**config.mk**
```make
export PLATFORM = sky130hd
export DESIGN_NAME = crd_ratio_ctrl
export DESIGN_NICKNAME = d
export VERILOG_FILES = /design/src/rtl/crd_pkg.sv /design/src/rtl/crd_reset_sync.sv /design/src/rtl/crd_edge_sync.sv /design/src/rtl/crd_period_cnt.sv /design/src/rtl/crd_seq_fsm.sv /design/src/rtl/crd_ratio_ctrl.sv
export SDC_FILE = /design/constraint.sdc
export NUM_CORES = 1
export LEC_CHECK = 0
export BUFFER_PORTS_ARGS = -buffer_cell sky130_fd_sc_hd__buf_2
export CORE_UTILIZATION = 50
export CTS_CLUSTER_DIAMETER = 100
export CTS_CLUSTER_SIZE = 30
export DETAILED_ROUTE_END_ITERATION = 6
export PLACE_DENSITY = 0.71
export SYNTH_ARGS = -nofsm -noshare
export SYNTH_HDL_FRONTEND = slang
export SYNTH_HIERARCHICAL = 1
export SYNTH_SLANG_ARGS = --single-unit
```
**constraint.sdc**
```tcl
create_clock -name mclk -period 0.8 [get_ports mclk]
set_input_delay 0.04 -clock mclk [delete_from_list [all_inputs] [get_ports mclk]]
set_output_delay 0.04 -clock mclk [all_outputs]
set_load 0.005 [all_outputs]
```
**src/rtl/crd_pkg.sv**
```systemverilog
package crd_pkg;
  typedef enum logic [1:0] {
    ST_PD   = 2'd0,
    ST_WAIT = 2'd1,
    ST_MEAS = 2'd2,
    ST_RUN  = 2'd3
  } crd_state_e;
endpackage

```
**src/rtl/crd_reset_sync.sv**
```systemverilog
module crd_reset_sync #(
  parameter int STAGES = 2
) (
  input  logic clk,
  input  logic arst_n,
  output logic srst_n
);
  logic [STAGES-1:0] chain_q;

  always_ff @(posedge clk or negedge arst_n) begin
    if (!arst_n) chain_q <= '0;
    else         chain_q <= {chain_q[STAGES-2:0], 1'b1};
  end

  assign srst_n = chain_q[STAGES-1];
endmodule

```
**src/rtl/crd_edge_sync.sv**
```systemverilog
module crd_edge_sync #(
  parameter int STAGES = 2
) (
  input  logic clk,
  input  logic rst_n,
  input  logic din,
  output logic rise
);
  localparam int TOTAL = STAGES + 1;
  logic [TOTAL-1:0] pipe_q;

  always_ff @(posedge clk or negedge rst_n) begin
    if (!rst_n) pipe_q <= '0;
    else        pipe_q <= {pipe_q[TOTAL-2:0], din};
  end

  assign rise = pipe_q[STAGES-1] & ~pipe_q[STAGES];
endmodule

```
**src/rtl/crd_period_cnt.sv**
```systemverilog
module crd_period_cnt #(
  parameter int CNT_W   = 10,
  parameter int TIMEOUT = 4096
) (
  input  logic             clk,
  input  logic             rst_n,
  input  logic             rise,
  output logic [CNT_W-1:0] period,
  output logic             over,
  output logic             lost
);
  localparam int             GAP_W    = $clog2(TIMEOUT) + 1;
  localparam logic [GAP_W-1:0] GAP_MAX  = GAP_W'(TIMEOUT - 1);
  localparam logic [GAP_W-1:0] OVER_LIM = GAP_W'((1 << CNT_W) - 1);

  logic [GAP_W-1:0] gap_q, gap_d;
  logic             gap_en;

  always_comb begin
    gap_en = rise || (gap_q < GAP_MAX);
    gap_d  = rise ? '0 : gap_q + GAP_W'(1);
  end

  always_ff @(posedge clk or negedge rst_n) begin
    if (!rst_n)      gap_q <= '0;
    else if (gap_en) gap_q <= gap_d;
  end

  assign over   = (gap_q >= OVER_LIM);
  assign period = gap_q[CNT_W-1:0] + CNT_W'(1);
  assign lost   = !rise && (gap_q >= GAP_MAX);
endmodule

```
**src/rtl/crd_seq_fsm.sv**
```systemverilog
module crd_seq_fsm
  import crd_pkg::*;
#(
  parameter int CNT_W = 10
) (
  input  logic             clk,
  input  logic             rst_n,
  input  logic             rise,
  input  logic             lost,
  input  logic             over,
  input  logic [CNT_W-1:0] period,
  output crd_state_e       state,
  output logic [CNT_W-1:0] ratio,
  output logic             pwr_dn,
  output logic             ratio_ok
);
  crd_state_e       st_q, st_d;
  logic             armed_q, armed_d;
  logic [CNT_W-1:0] ratio_q, ratio_d;
  logic             capture;

  always_comb begin
    st_d    = st_q;
    armed_d = armed_q;
    capture = 1'b0;
    unique case (st_q)
      ST_PD: begin
        if (rise) st_d = ST_WAIT;
      end
      ST_WAIT: begin
        if (rise) begin
          st_d    = ST_MEAS;
          armed_d = 1'b0;
        end else if (lost) begin
          st_d = ST_PD;
        end
      end
      ST_MEAS: begin
        if (lost) begin
          st_d = ST_PD;
        end else if (rise && !armed_q) begin
          armed_d = 1'b1;
        end else if (rise) begin
          if (over) begin
            st_d = ST_PD;
          end else begin
            st_d    = ST_RUN;
            capture = 1'b1;
          end
        end
      end
      ST_RUN: begin
        if (lost) st_d = ST_PD;
        else if (rise && (over || period != ratio_q)) st_d = ST_PD;
      end
      default: st_d = ST_PD;
    endcase
  end

  always_comb begin
    if (capture)             ratio_d = period;
    else if (st_d == ST_RUN) ratio_d = ratio_q;
    else                     ratio_d = '0;
  end

  always_ff @(posedge clk or negedge rst_n) begin
    if (!rst_n) begin
      st_q    <= ST_PD;
      armed_q <= 1'b0;
      ratio_q <= '0;
    end else begin
      st_q    <= st_d;
      armed_q <= armed_d;
      ratio_q <= ratio_d;
    end
  end

  assign state    = st_q;
  assign ratio    = ratio_q;
  assign pwr_dn   = (st_q != ST_RUN);
  assign ratio_ok = (st_q == ST_RUN);
endmodule

```
**src/rtl/crd_ratio_ctrl.sv**
```systemverilog
module crd_ratio_ctrl
  import crd_pkg::*;
#(
  parameter int CNT_W       = 10,
  parameter int TIMEOUT     = 4096,
  parameter int SYNC_STAGES = 2
) (
  input  logic             mclk,
  input  logic             rst_n,
  input  logic             lrck,
  output logic             pwr_dn,
  output logic [CNT_W-1:0] ratio,
  output logic             ratio_ok
);
  logic             srst_n;
  logic             rise_w;
  logic             lost_w;
  logic             over_w;
  logic [CNT_W-1:0] period_w;
  crd_state_e       state_w;

  crd_reset_sync #(.STAGES(SYNC_STAGES)) u_rst (
    .clk    (mclk),
    .arst_n (rst_n),
    .srst_n (srst_n)
  );

  crd_edge_sync #(.STAGES(SYNC_STAGES)) u_edge (
    .clk   (mclk),
    .rst_n (srst_n),
    .din   (lrck),
    .rise  (rise_w)
  );

  crd_period_cnt #(.CNT_W(CNT_W), .TIMEOUT(TIMEOUT)) u_cnt (
    .clk    (mclk),
    .rst_n  (srst_n),
    .rise   (rise_w),
    .period (period_w),
    .over   (over_w),
    .lost   (lost_w)
  );

  crd_seq_fsm #(.CNT_W(CNT_W)) u_fsm (
    .clk      (mclk),
    .rst_n    (srst_n),
    .rise     (rise_w),
    .lost     (lost_w),
    .over     (over_w),
    .period   (period_w),
    .state    (state_w),
    .ratio    (ratio),
    .pwr_dn   (pwr_dn),
    .ratio_ok (ratio_ok)
  );
endmodule

```
# After elaboration in Yosys (flattened, before gate mapping)
# Index checks and enable logic that the tools add are counted.
# totals
elab_cells	55
mem_count	0
output_inout_bits	12
reg_bits	31
mem_bits_ro	0
latchBits	0
ram_bits	0
# classes
addsub	2
n_eq_ne	10
div	0
order_cmp	3
n_reduce_logical	10
multipliers	0
shifts	0
bitwise_logic	2
mux	22
# op_table
cell	n
$mux 10	2
$mux 2	9
$add 13x1->13 const B	1
$ge 13x10->1 const B	1
$ge 13x12->1 const B	1
$lt 13x12->1 const B	1
$mux 13	1
$add 10x1->10 const B	1
$ne 10x10->1	1
$mux 1	8
$pmux 2 s4	1
$eq 2x2->1 const B	3
$ne 2x2->1 const B	3
$ne 2x1->1 const B	2
$reduce_and 4->1	1
$logic_and 1x1->1	3
$eq 2x1->1 const B	1
$logic_not 1->1	2
$logic_not 2->1	1
$logic_or 1x1->1	2
$pmux 1 s2	1
$reduce_bool 2->1	1
$and 1x1->1	1
$not 1->1	1

# Logic depth before layout (Yosys ltp)
# Gate-level depths: netlist (run 1).
# logic_depth
word_depth	10
mapped_depth	10
depth_no_buf	9

# Hierarchy
# Netlist (run 1), hierarchy kept.
# by_module_without_submodules
module	cells_each	seq_area_each_um2	area_per_inst_um2	n_inst
crd_period_cnt	96	325.3	854.6	1
crd_seq_fsm	84	325.3	809.5	1
crd_edge_sync	4	75.1	88.8	1
crd_reset_sync	3	50.0	53.8	1

# Worst setup path before layout (run 1)
# No wires, ideal clock.
# synth_path
path_kind	flip-flop to flip-flop
start	register u_cnt.gap_q[2]
end	register u_fsm.ratio_q[0], in the netlist u_fsm/ratio[0]
stages_incl_launch_ff	11
arrival_ps	2085
path_buffers	2
synth_period_minus_slack_ps	2162
path_slack_ps	-1362
cell_sequence	dfrtp_1 nand4_4 or2_2 clkbuf_1 nor2_1 xor2_1 xor2_1 nor4_2 nand2_1 buf_2 o21ai_1
# synth_between
elab_chain_cells	9
word_cells_on_any_way	24
classes_between	add/sub (1); order compare (2); eq/ne (3); mux (15); reduce/logical (3)
# synth_rtl
element	line_no	rtl
start, declared	crd_period_cnt.sv:16	logic [GAP_W-1:0] gap_q, gap_d;
start signal, assigned	crd_period_cnt.sv:26	else if (gap_en) gap_q <= gap_d;
$add 10x1->10	crd_period_cnt.sv:30	assign period = gap_q[CNT_W-1:0] + CNT_W'(1);
via period_w[7]	crd_ratio_ctrl.sv:19	logic [CNT_W-1:0] period_w;
$ne 10x10->1	crd_seq_fsm.sv:54	else if (rise && (over || period != ratio_q)) st_d = ST_PD;
$logic_or 1x1->1	crd_seq_fsm.sv:54	
$logic_and 1x1->1	crd_seq_fsm.sv:54	
$mux 2	crd_seq_fsm.sv:54	
$mux 2	crd_seq_fsm.sv:53	if (lost) st_d = ST_PD;
$pmux 2 s4	crd_seq_fsm.sv:26	unique case (st_q)
$eq 2x2->1	crd_seq_fsm.sv:62	else if (st_d == ST_RUN) ratio_d = ratio_q;
$ne 2x1->1 (no line)	-	
end signal, assigned	crd_seq_fsm.sv:74	ratio_q <= ratio_d;
end, declared	crd_seq_fsm.sv:19	logic [CNT_W-1:0] ratio_q, ratio_d;
# The timed path passes the listed nets, and every way through them passes these cells.
# A chain may end at the register's enable or synchronous reset.

# Worst setup path in the final report (run 1)
# layout_path
start	register u_cnt.gap_q[1]
end	register u_fsm.ratio_q[1], in the netlist u_fsm/ratio[1]
# layout_between
word_cells_on_any_way	24
classes_between	add/sub (1); order compare (2); eq/ne (3); mux (15); reduce/logical (3)
# layout_rtl
element	line_no	rtl
$ge 13x12->1 (*)	crd_period_cnt.sv:31	assign lost = !rise && (gap_q >= GAP_MAX);
$logic_and 1x1->1 (*)	crd_period_cnt.sv:31	
via lost_w	crd_ratio_ctrl.sv:17	logic lost_w;
$mux 2	crd_seq_fsm.sv:34	end else if (lost) begin
$mux 2	crd_seq_fsm.sv:31	if (rise) begin
$pmux 2 s4	crd_seq_fsm.sv:26	
$eq 2x2->1	crd_seq_fsm.sv:62	
$ne 2x1->1 (no line)	-	
# Mark *: on every way through the listed nets, which the timed path passes. The rest lies on a longest branch.

==> impl_results.md, run 1 <==
* Root buffer cell: clkbuf_4
* Ys async rst share at 1.00
* Minimum clock period at between 2 and 2.5 ns
* CP Launch Type: register
* EDFF count, synth at 0
* Max Root-Sink Buffers at 2
* Synthesized cell area at ~1800 um2
* Die area at 3860 um2
* P_int at roughly 0.0035 W
* Critical path's largest stage delay at ~0.48 ns
* Synth Area in Adders at 0.00693
* CP max FO at 5
* Total wire length at around 7 mm
* CP max stage cell: dfrtp_2
* Clk Latency, worst-skew pair at between 0.3 and 0.4 ns
* DP Cell Count at ~300
* CTS tree: yes
* Initial core utilization at 0.533
* Worst-path clk slew at 0.11 ns
* Post-synthesis sequential area ratio at 0.429
* Synthesized area per cell at a little under 10 um2
* #FFs+latches synth at 31
* Average routed wire per standard cell at between 20 and 25 um
* Crit path capture type: register
* DR vias at roughly 2,100
* Worst EP required at 1.08 ns
* Fin. max-slew vios at 0
* Sink Count at 31
* Antenna Diode Count at 0
* Fin. Hold Viols at 0
* R2r startpoint: u_cnt/gap_q[1]
* Critical path cell sequence: ha_4, buf_6, nand3_4, a21oi_4, a21oi_2, nor2_2, buf_4, nor4b_4, buf_2, a32oi_1, o21ai_1
* Utilization after layout at 0.900
* Post-Synth XOR/XNOR Area at 0.0873
* RePlAce Congestion at between 0.8 and 0.9
* LEAKAGE at roughly 1.4 nW
* Post-synthesis mux area share at 0
* Worst reg-to-reg path cell count at 11
* Ys Warns at 6
* Largest net degree at the start of global routing at 30
* First-pass GRT wire length at roughly 9.5 mm
* CTS H-Tree Depth at 2
* Critical path arrival at roughly 2.5 ns
* Switch Pwr at around 0.0024 W
* Sequential share of power at 0.341
* Final WS setup at -1.45 ns
* CP Class: reg2reg
* DIE HEIGHT at between 60 and 70 um
* Synth Instances at approximately 190
* Post-synthesis compound-gate area fraction at 0.181
* VDD IR max at 929 uV
* First-pass DRT Iterations at 5
* Switch share at 0.403
* Final Cycle Share at 2.82
* Max Clock Skew at approximately 0.022 ns
* Vias in the first global route at 2,004
* NumNets Final at roughly 290
* Maxcap violations at 0
* End of the worst register-to-register path: u_fsm/ratio[1]
* Ys flop type: dfrtp_1
* Fmax achieved at approximately 440 MHz
* Share of layout cells above drive strength 1 at 0.550
* Num ports at 15
* RSZ-0062 raised after global routing: true
* Reg-to-reg slack, setup at -1.45 ns
* Post-synthesis cell type count at 44
* Initial DRC count at 204
* Area grow syn2layout at 68.9%
* Port Buf Inserts at 14
* Core Rows at 21
* Largest family of logic cells by synthesized area: simple AND/OR/NAND/NOR gates
* Residual DRC count at 0
* Final setup vio count at 38
* Outcome: finished with violations
* GR Util All Layers at 0.331
* Vias/cell at about 6.4
* Setup TNS Final at -32.19 ns
* Violations in the final reports: setup timing
* Post-DP HPWL at 3.52 mm
* Simple-gate portion of the synthesized area at 0.246
* Comb pwr share at 0.491
* Clock power frac at 0.167
* Grt ovf at 0
* Placeable core area at about 3400 um2
* Clock buffer count from CTS at 5
* Die X at around 62 um
* Final Non-Filler Cells at approximately 330
* PD cells at ~1900 nW/um2
* Synthesized Nets at 191
* Min-delay worst type: reg2async
* Initial antenna violation count at 0
* Routed Antenna Nets at 0
==> sequential cells by signal (all words and copies together), names as in the netlist <==
name	cells
u_fsm/ratio	10
u_edge/pipe_q	3
u_cnt/gap_q	13
u_fsm/state	2
u_rst/chain_q	2
u_fsm/armed_q	1
==> synthesized netlist by cell type, types with 2 or more instances <==
library cell	instances	area (um2)
a211oi_1	3	22.5
clkbuf_1	6	22.5
buf_2	3	15.0
a21oi_1	10	50.1
dfrtp_1	31	776
or3_1	4	25.0
nor4_4	2	42.5
o31ai_1	4	30.0
xnor2_1	6	52.6
or4_1	2	15.0
xor2_1	12	105
nand2_1	8	30.0
a32oi_1	10	87.6
o21ai_1	12	60.1
nand3_1	15	75.1
and3_1	2	12.5
nor3_1	6	30.0
a31oi_1	2	12.5
nor4_1	3	18.8
o21ai_0	4	20.0
nor2_1	11	41.3
inv_1	7	26.3
a311oi_1	3	26.3
==> per-stage QoR <==
| stage | setup slack [ns] | cell area, um2 | total power (W) | hold slack, ns |
|---|---|---|---|---|
| global route | -1.56 | 3050 | 0.00615 | 0.241 |
| detailed placement | -1.34 | 2380 | 0.00395 | -0.175 |
| floorplan | -1.24 | 1860 | 0.00318 | -0.256 |
| global placement | -1.25 | 2380 | 0.00386 | -0.176 |
| CTS | -1.30 | 2810 | 0.00534 | 0.222 |
| finish | -1.45 | 3050 | 0.00592 | 0.208 |
==> what timing repair did <==
action | CTS | global route
pin swaps | 15 | 10
gates cloned | 1 | 1
endpoints found under the hold margin | 3 | 0
buffers inserted | 11 | 14
hold buffers | 3 | 0
resized for setup | 58 | 34
setup endpoints to repair | 38 | 38
==> layout make-up <==
class | instances | area (um2)
Clock inverter | 1 | 5.00
Timing Repair Buffer | 98 | 897
Sequential cell | 31 | 782
Inverter | 8 | 32.5
Multi-Input combinational cell | 137 | 1220
Clock buffer | 7 | 55.1
Tap cell | 46 | 57.6
Fill cell | 132 | 338
==> cell families (layout without fill, tap and decap cells) <==
group	after synthesis	count (layout)
DFF	31	31
and+or+nand+nor	67	67
adders and majority gates	1	1
xor gates and xnor gates	18	18
AOI/OAI and AO/OA	50	50
buffers and inverters	19	114
other	1	1
==> worst max-delay path: cells and delay by family (launching register included) <==
kind | cells | cell delay, ns
AOI/OAI and AO/OA | 4 | 0.47
adders and majority gates | 1 | 0.20
buffers and inverters | 3 | 0.51
DFF | 1 | 0.48
and+or+nand+nor | 3 | 0.52
==> power groups by stage <==
stage,combinational [W],clock [W],sequential (W)
final,0.00291,0.000990,0.00202
after global routing,0.00304,0.00108,0.00204
after CTS,0.00238,0.000983,0.00198
after detailed placement,0.00198,0,0.00198
after global placement,0.00189,0,0.00196
after floorplan,0.00115,0,0.00203
==> metal layers <==
| metal | vias to the layer above | global-route usage | routed length [um] |
|---|---|---|---|
| met5 | - | 0 | 0 |
| met2 | 161 | 0.540 | 3430 |
| met4 | 0 | 0.270 | 437 |
| met1 | 1008 | 0.367 | 2540 |
| li1 | 885 | - | - |
| met3 | 49 | 0.0772 | 588 |
==> cells in the final DEF, fill, tap and decap left out, types with 3 or more instances in the layout <==
cell and n:
a32oi_1 10, buf_2 6, nand2_1 7, nor2_1 9, nand3_1 12, xor2_1 11
a21oi_2 4, xnor2_1 3, a311oi_1 3, dlygate4sd3_1 3, inv_2 3, nor3_1 4
buf_4 51, dfrtp_2 5, dfrtp_1 26, buf_12 3, inv_1 4, clkbuf_4 5
or3_1 3, a21oi_1 5, o21ai_1 11, nor4_4 4, buf_6 35
==> worst max-delay path by stage <==
stage,from,endpoint,slack (ns),cells past startpoint
floorplan,u_cnt/gap_q[3],u_fsm/ratio[0],-1.24,10
global placement,u_cnt/gap_q[1],u_fsm/ratio[2],-1.25,10
detailed placement,u_cnt/gap_q[0],u_fsm/ratio[4],-1.34,9
CTS,u_cnt/gap_q[0],u_fsm/ratio[4],-1.30,9
global route,u_cnt/gap_q[1],u_fsm/ratio[1],-1.56,11
finish,u_cnt/gap_q[1],u_fsm/ratio[1],-1.45,11
No activity file was read; power rests on OpenSTA's default activity.
==> inputs of run 2 (changes only) <==
--- a/config.mk
+++ b/config.mk
@@ -6,11 +6,11 @@
 export NUM_CORES = 1
 export LEC_CHECK = 0
 export BUFFER_PORTS_ARGS = -buffer_cell sky130_fd_sc_hd__buf_2
-export CORE_UTILIZATION = 50
+export CORE_MARGIN = 2
+export CORE_UTILIZATION = 29
 export CTS_CLUSTER_DIAMETER = 100
 export CTS_CLUSTER_SIZE = 30
 export DETAILED_ROUTE_END_ITERATION = 6
-export PLACE_DENSITY = 0.71
 export SYNTH_ARGS = -nofsm -noshare
 export SYNTH_HDL_FRONTEND = slang
 export SYNTH_HIERARCHICAL = 1
==> run 2 against run 1 <==
Compared with the run above:
- the flow still finishes with violations (setup timing)
- largest cell class unchanged
- critical endpoint is now u_fsm/state[1]
- sequential cell count unchanged
- clock power grew 67%
- maximum frequency rose by 8.4%
- die area grew 78%
- combinational power down 8.6%
- first-iteration DRC count fell by 52%
- register-to-register slack better by 0.17 ns
- count of clock-buffer cells in the layout fell by 1
- sequential power fell by 3%
- highest routed layer unchanged
- final cell count increased by 14%
- clock skew fell by 0.0087 ns
- setup slack improved by 0.17 ns
==> impl_results.md, run 2 (synthesis results as in run 1) <==
* Switch share at 0.345 (-0.0585)
* First-pass GRT wire length at 9.70 mm (+1.6%)
* Vias in the first global route at 2,023 (+0.95%)
* Most frequent cells in the layout: buf_4, buf_6, dfrtp_1
* Die X at 82.9 um (+34%)
* Min-delay worst type: in2async
* Initial core utilization at 0.303 (-0.230)
* VDD IR max at 1020 uV (+9.9%)
* CP max stage cell: dfrtp_2
* Fin. Hold Viols at 0 (unchanged)
* CP Class: reg2reg
* Minimum clock period at 2.08 ns (-0.175 ns)
* PD cells at 1880 nW/um2 (-3.3%)
* Number of fillers in the final layout at 501 (+280%)
* Post-DP HPWL at 3.79 mm (+7.6%)
* Share of layout cells above drive strength 1 at 0.602 (+0.0524)
* CP max FO at 4 (-1)
* CTS H-Tree Depth at 2 (unchanged)
* Utilization after layout at 0.560 (-0.340)
* Comb pwr share at 0.425 (-0.066)
* NumNets Final at 302 (+6.0%)
* Max Clock Skew at 0.0134 ns (-0.00866 ns)
* Core Rows at 28 (+33%)
* Average routed wire per standard cell at 16.1 um (-24%)
* Clk Latency, worst-skew pair at 0.30 ns (-0.05 ns)
* First-pass DRT Iterations at 4 (-1)
* Final setup vio count at 38 (unchanged)
* Crit path capture type: register
* Residual DRC count at 0 (unchanged)
* Root buffer cell: clkbuf_8
* Violations in the final reports: setup timing
* RSZ-0062 raised after global routing: true
* Storage cell area at 783 um2 (+0.16%)
* Die area at 6880 um2 (+78%)
* Vias/cell at 5.04 (-21%)
* Setup TNS Final at -28.01 ns (+4.19 ns)
* Worst EP required at 1.02 ns (-0.06 ns)
* Post-Layout Inst Area at 3340 um2 (+9.3%)
* Max reg flops at 13 (unchanged)
* GR Util All Layers at 0.173 (-0.158)
* Footprint of the multi-input gates at 1230 um2 (+0.72%)
* CP Launch Type: register
* P_int at 0.00410 W (+16%)
* Switch Pwr at 0.00216 W (-9.6%)
* Clock buffer count from CTS at 5 (unchanged)
* Initial DRC count at 98 (-52%)
* Critical path cell sequence: ha_4, and4_4, nand2_4, xnor2_4, xor2_1, nor4_2, buf_4, a311oi_1, nor3_1
* Most common cell after layout, fill and taps aside: buf_4
* Antenna Diode Count at 0 (unchanged)
* Max Root-Sink Buffers at 2 (unchanged)
* Sequential share of power at 0.311 (-0.030)
* Fmax achieved at 481 MHz (+8.4%)
* Num ports at 15 (unchanged)
* Clock power frac at 0.264 (+0.097)
* Largest Register: u_cnt/gap_q
* LEAKAGE at 1.52 nW (+11%)
* Initial antenna violation count at 0 (unchanged)
* CTS tree: yes
* Outcome: finished with violations
* RePlAce Congestion at 0.817 (-3.8%)
* Final Cycle Share at 2.60 (-0.218)
* Placeable core area at 5960 um2 (+76%)
* Grt ovf at 0 (unchanged)
* Worst-path clk slew at 0.08 ns (-0.03 ns)
* Sink Count at 31 (unchanged)
* Fin. max-slew vios at 0 (unchanged)
* Largest net degree at the start of global routing at 22 (-27%)
* DR vias at 1,885 (-10%)
* Critical path's largest stage delay at 0.44 ns (-0.04 ns)
* Placed inst area at 2510 um2 (+5.6%)
* Maxcap violations at 0 (unchanged)
* DIE HEIGHT at 82.9 um (+34%)
* Area grow syn2layout at 84.6%
* Final WS setup at -1.28 ns (+0.175 ns)
* Routed Antenna Nets at 0 (unchanged)
* Port Buf Inserts at 14 (unchanged)
* Critical path arrival at 2.29 ns (-0.24 ns)
* Total wire length at 6.03 mm (-14%)
[run 2: routing by layer]
layer  share of wire  vias up  track usage  wire length (um)
met4           0.011        0       0.0492                64
li1                -      914            -                 -
met3           0.030        8       0.0348               182
met1            0.44      937        0.224              2630
met2            0.52       26        0.293              3150
met5               0        -            0                 0
[run 2: power groups by stage]
stage	combinational, W	sequential, W	clock, W
finish	0.00266	0.00195	0.00165
global route	0.00287	0.00197	0.00176
CTS	0.00260	0.00194	0.00169
detailed placement	0.00214	0.00194	0
global placement	0.00213	0.00194	0
floorplan	0.00115	0.00203	0
[run 2: timing repair]
item	in CTS	in global routing
setup endpoints to repair	38	38
endpoints found under the hold margin	3	0
setup buffers	23	12
resized for setup	82	32
pin swaps	21	12
hold buffers	2	0
[run 2: worst paths after layout]
check	start	to	slack, ns	depth (start not counted)
worst min register to register	u_rst/chain_q[1]	u_fsm/ratio[1]	0.19	1
max in group asynchronous	u_rst/chain_q[1]	u_cnt/gap_q[2]	0.37	1
min in group mclk	u_edge/pipe_q[0]	u_edge/pipe_q[1]	0.35	0
worst max-delay path	u_cnt/gap_q[1]	u_fsm/state[1]	-1.28	9
worst max register to register	u_cnt/gap_q[1]	u_fsm/state[1]	-1.28	9
worst min-delay path	rst_n	u_rst/chain_q[0]	0.07	2
[run 2: critical path: cells and delay by family (launching register included)]
| kind | cells | cell delay, ns |
|---|---|---|
| simple gates | 4 | 0.85 |
| flops | 1 | 0.44 |
| xor+xnor | 2 | 0.31 |
| fa+ha+maj | 1 | 0.17 |
| buf+inv | 1 | 0.16 |
| compound gates | 1 | 0.08 |
[run 2: through the flow]
stage,cells,worst slack (ns),hold WS [ns],total power [W]
2_1_floorplan,187,-1.24,-0.256,0.00318
5_1_grt,374,-1.39,0.0656,0.00660
6_report,374,-1.28,0.0671,0.00626
3_5_place_dp,338,-1.35,-0.172,0.00408
4_1_cts,370,-1.22,0.0541,0.00623
3_3_place_gp,338,-1.26,-0.174,0.00407
[run 2: final cells by class]
type,instances,share of cell area
Tap cell,75,0.0281
Sequential cell,31,0.235
Multi-Input combinational cell,137,0.369
Clock inverter,2,0.0105
Inverter,8,0.0128
Clock buffer,6,0.0248
Timing Repair Buffer,115,0.320
==> inputs of run 3 (changes only) <==
--- a/config.mk
+++ b/config.mk
@@ -6,11 +6,14 @@
 export NUM_CORES = 1
 export LEC_CHECK = 0
 export BUFFER_PORTS_ARGS = -buffer_cell sky130_fd_sc_hd__buf_2
+export CELL_PAD_IN_SITES_DETAIL_PLACEMENT = 1
+export CELL_PAD_IN_SITES_GLOBAL_PLACEMENT = 2
 export CORE_MARGIN = 2
 export CORE_UTILIZATION = 29
 export CTS_CLUSTER_DIAMETER = 100
 export CTS_CLUSTER_SIZE = 30
 export DETAILED_ROUTE_END_ITERATION = 6
+export PLACE_DENSITY_LB_ADDON = 0.1
 export SYNTH_ARGS = -nofsm -noshare
 export SYNTH_HDL_FRONTEND = slang
 export SYNTH_HIERARCHICAL = 1
==> constraint.sdc (replaced) <==
create_clock -name mclk -period 0.8 [get_ports mclk]
set_input_delay 0.04 -clock mclk [delete_from_list [all_inputs] [get_ports mclk]]
set_output_delay 0.04 -clock mclk [all_outputs]
set_load 0.02 [all_outputs]
==> run 3 against run 2 <==
Compared with the run above:
- the flow still finishes with violations (setup timing)
- clock power fell by 22%
- combinational power is 29% higher
- register-to-register slack is essentially flat
- via count is 1.8% higher
- die area is the same
- hold slack worse by 0.012 ns
- setup slack better by 0.0057 ns
- non-clock buffer count shrank 2
- critical endpoint unchanged
- sequential share of layout area shrank 0.38 points
- count of clock-buffer cells in the layout stayed put
- highest routed layer unchanged
- global-route usage is 2.3 points higher
- sequential cell count stayed put
==> impl_results.md, run 3 (synthesis results as in run 1) <==
* Max Root-Sink Buffers at 2 (unchanged)
* DIE HEIGHT at 82.9 um (unchanged)
* Overall Power at 0.00672 W (+7.4%)
* CTS H-Tree Depth at 2 (unchanged)
* Outcome: finished with violations
* Sink Count at 31 (unchanged)
* PD cells at 1980 nW/um2 (+5.4%)
* Grt met3 use at 0.0338 (-0.000994)
* Most frequent cells in the layout: buf_4, buf_6, dfrtp_1
* First-pass GRT wire length at 10.7 mm (+10%)
* Grt peak-use layer: met2
* Antenna Diode Count at 0 (unchanged)
* Initial antenna violation count at 0 (unchanged)
* Critical path cell sequence: nand4_4, buf_4, nor2_2, nand2_1, xnor2_2, xor2_1, nor4_4, buf_4, a311oi_2, nor3_2
* Total wire length at 6.94 mm (+15%)
* Critical path arrival at 2.24 ns (-0.05 ns)
* Fin. max-slew vios at 0 (unchanged)
* Critical path's largest stage delay at 0.43 ns (about the same)
* CP Class: reg2reg
* GR Util All Layers at 0.196 (+0.0228)
* Routed Antenna Nets at 0 (unchanged)
* RePlAce Congestion at 0.883 (+8.1%)
* LEAKAGE at 1.52 nW (+0.15%)
* Minimum clock period at 2.07 ns (-0.00569 ns)
* Most common cell after layout, fill and taps aside: buf_4
* NumNets Final at 300 (-0.66%)
* CP max FO at 3 (-1)
* Maxcap violations at 0 (unchanged)
* Comb pwr share at 0.512 (+0.087)
* Root buffer cell: clkbuf_8
* Residual DRC count at 0 (unchanged)
* Min-delay worst type: in2async
* CTS tree: yes
* Met1 Usage GRT at 0.220 (-0.00401)
* Crit path capture type: register
* Final Cycle Share at 2.59 (-0.00711)
* RSZ-0062 raised after global routing: true
* Initial DRC count at 79 (-19%)
* Worst EP required at 0.97 ns (-0.05 ns)
* Switch share at 0.385 (+0.0409)
* Initial core utilization at 0.303 (unchanged)
* Clk Latency, worst-skew pair at 0.29 ns (about the same)
* Num ports at 15 (unchanged)
* Clock buffer count from CTS at 5 (unchanged)
* P_int at 0.00413 W (+0.71%)
* Area grow syn2layout at 88.2%
* Routing usage on met2 at 0.366 (+0.0733)
* Max reg flops at 13 (unchanged)
* Vias/cell at 5.16 (+2.3%)
* Sequential share of power at 0.298 (-0.013)
* Share of layout cells above drive strength 1 at 0.663 (+0.0613)
* Fin. Hold Viols at 0 (unchanged)
* Switch Pwr at 0.00259 W (+20%)
* Average routed wire per standard cell at 18.7 um (+16%)
* CP Launch Type: register
* Placeable core area at 5960 um2 (unchanged)
* Die area at 6880 um2 (unchanged)
* Final setup vio count at 38 (unchanged)
* Grt ovf at 0 (unchanged)
* Worst Hold Margin at 0.0547 ns (-0.0124 ns)
* Fmax achieved at 483 MHz (+0.27%)
* Largest Register: u_cnt/gap_q
* Violations in the final reports: setup timing
* Post-DP HPWL at 4.41 mm (+16%)
* VDD IR max at 1380 uV (+35%)
* Vias in the first global route at 2,099 (+3.8%)
* Port Buf Inserts at 14 (unchanged)
* Die X at 82.9 um (unchanged)
* Core Rows at 28 (unchanged)
* Crit-path most repeated cell: buf_4
* DR vias at 1,918 (+1.8%)
* Largest net degree at the start of global routing at 30 (+36%)
* CP max stage cell: dfrtp_2
* Final WS setup at -1.27 ns (+0.00569 ns)
* Worst-path clk slew at 0.08 ns (about the same)
* Utilization after layout at 0.571 (+0.0109)
* First-pass DRT Iterations at 4 (unchanged)
* Clock power frac at 0.190 (-0.074)
* Max Clock Skew at 0.00897 ns (-0.00441 ns)
-- run 3: cell type report --
class / instances / area, um2
clock inverter: 2 / 12.5
tap: 75 / 93.8
multi-input combinational: 137 / 1350
inverter: 8 / 35.0
sequential: 31 / 786
timing repair buffer: 113 / 1050
fill: 638 / 2550
clock buffer: 6 / 72.6
-- run 3: per-stage QoR --
step           cell area (um2)  TNS (ns)  std cells  worst slack, ns
2_1_floorplan             1860    -23.00        187            -1.25
3_3_place_gp              2540    -28.03        337            -1.42
3_5_place_dp              2540    -29.48        337            -1.46
4_1_cts                   3130    -27.56        363            -1.28
5_1_grt                   3400    -31.06        372            -1.39
6_report                  3400    -27.77        372            -1.27
-- run 3: power by group through the flow --
stage	clock (W)	sequential, W	combinational (W)
after global placement	0	0.00198	0.00239
final	0.00128	0.00200	0.00344
after global routing	0.00142	0.00203	0.00368
after floorplan	0	0.00207	0.00121
after CTS	0.00132	0.00199	0.00325
after detailed placement	0	0.00201	0.00245
-- run 3: layer usage --
layer | routed length (um) | vias to the layer above
met1 | 2930 | 983
met5 | 0 | -
met2 | 3810 | 20
li1 | - | 906
met3 | 111 | 9
met4 | 87 | 0
-- run 3: final timing paths --
check / slack, ns / from / cells after the start / endpoint
setup / recovery: -1.27 / u_cnt/gap_q[1] / 10 / u_fsm/state[1]
hold / removal: 0.05 / rst_n / 2 / u_rst/chain_q[1]
setup reg to reg: -1.27 / u_cnt/gap_q[1] / 10 / u_fsm/state[1]
hold reg to reg: 0.22 / u_rst/chain_q[1] / 1 / u_cnt/gap_q[3]
max in group asynchronous: 0.39 / u_rst/chain_q[1] / 1 / u_fsm/ratio[8]
min in group mclk: 0.36 / u_rst/chain_q[0] / 0 / u_rst/chain_q[1]
-- run 3: critical path, delay by kind of cell, from the launching register on --
family / cells / cell delay, ns
and+or+nand+nor: 5 / 0.46
AOI/OAI and AO/OA: 1 / 0.21
DFF: 1 / 0.43
xor gates and xnor gates: 2 / 0.55
buffers and inverters: 2 / 0.30
-- run 3: repair_timing --
item	in CTS	in global routing
buffers inserted	16	9
hold endpoints to repair	3	0
pin swaps	20	16
hold buffers	2	0
gates resized for setup	84	41
endpoints found under the setup margin	38	38
gates cloned	0	0
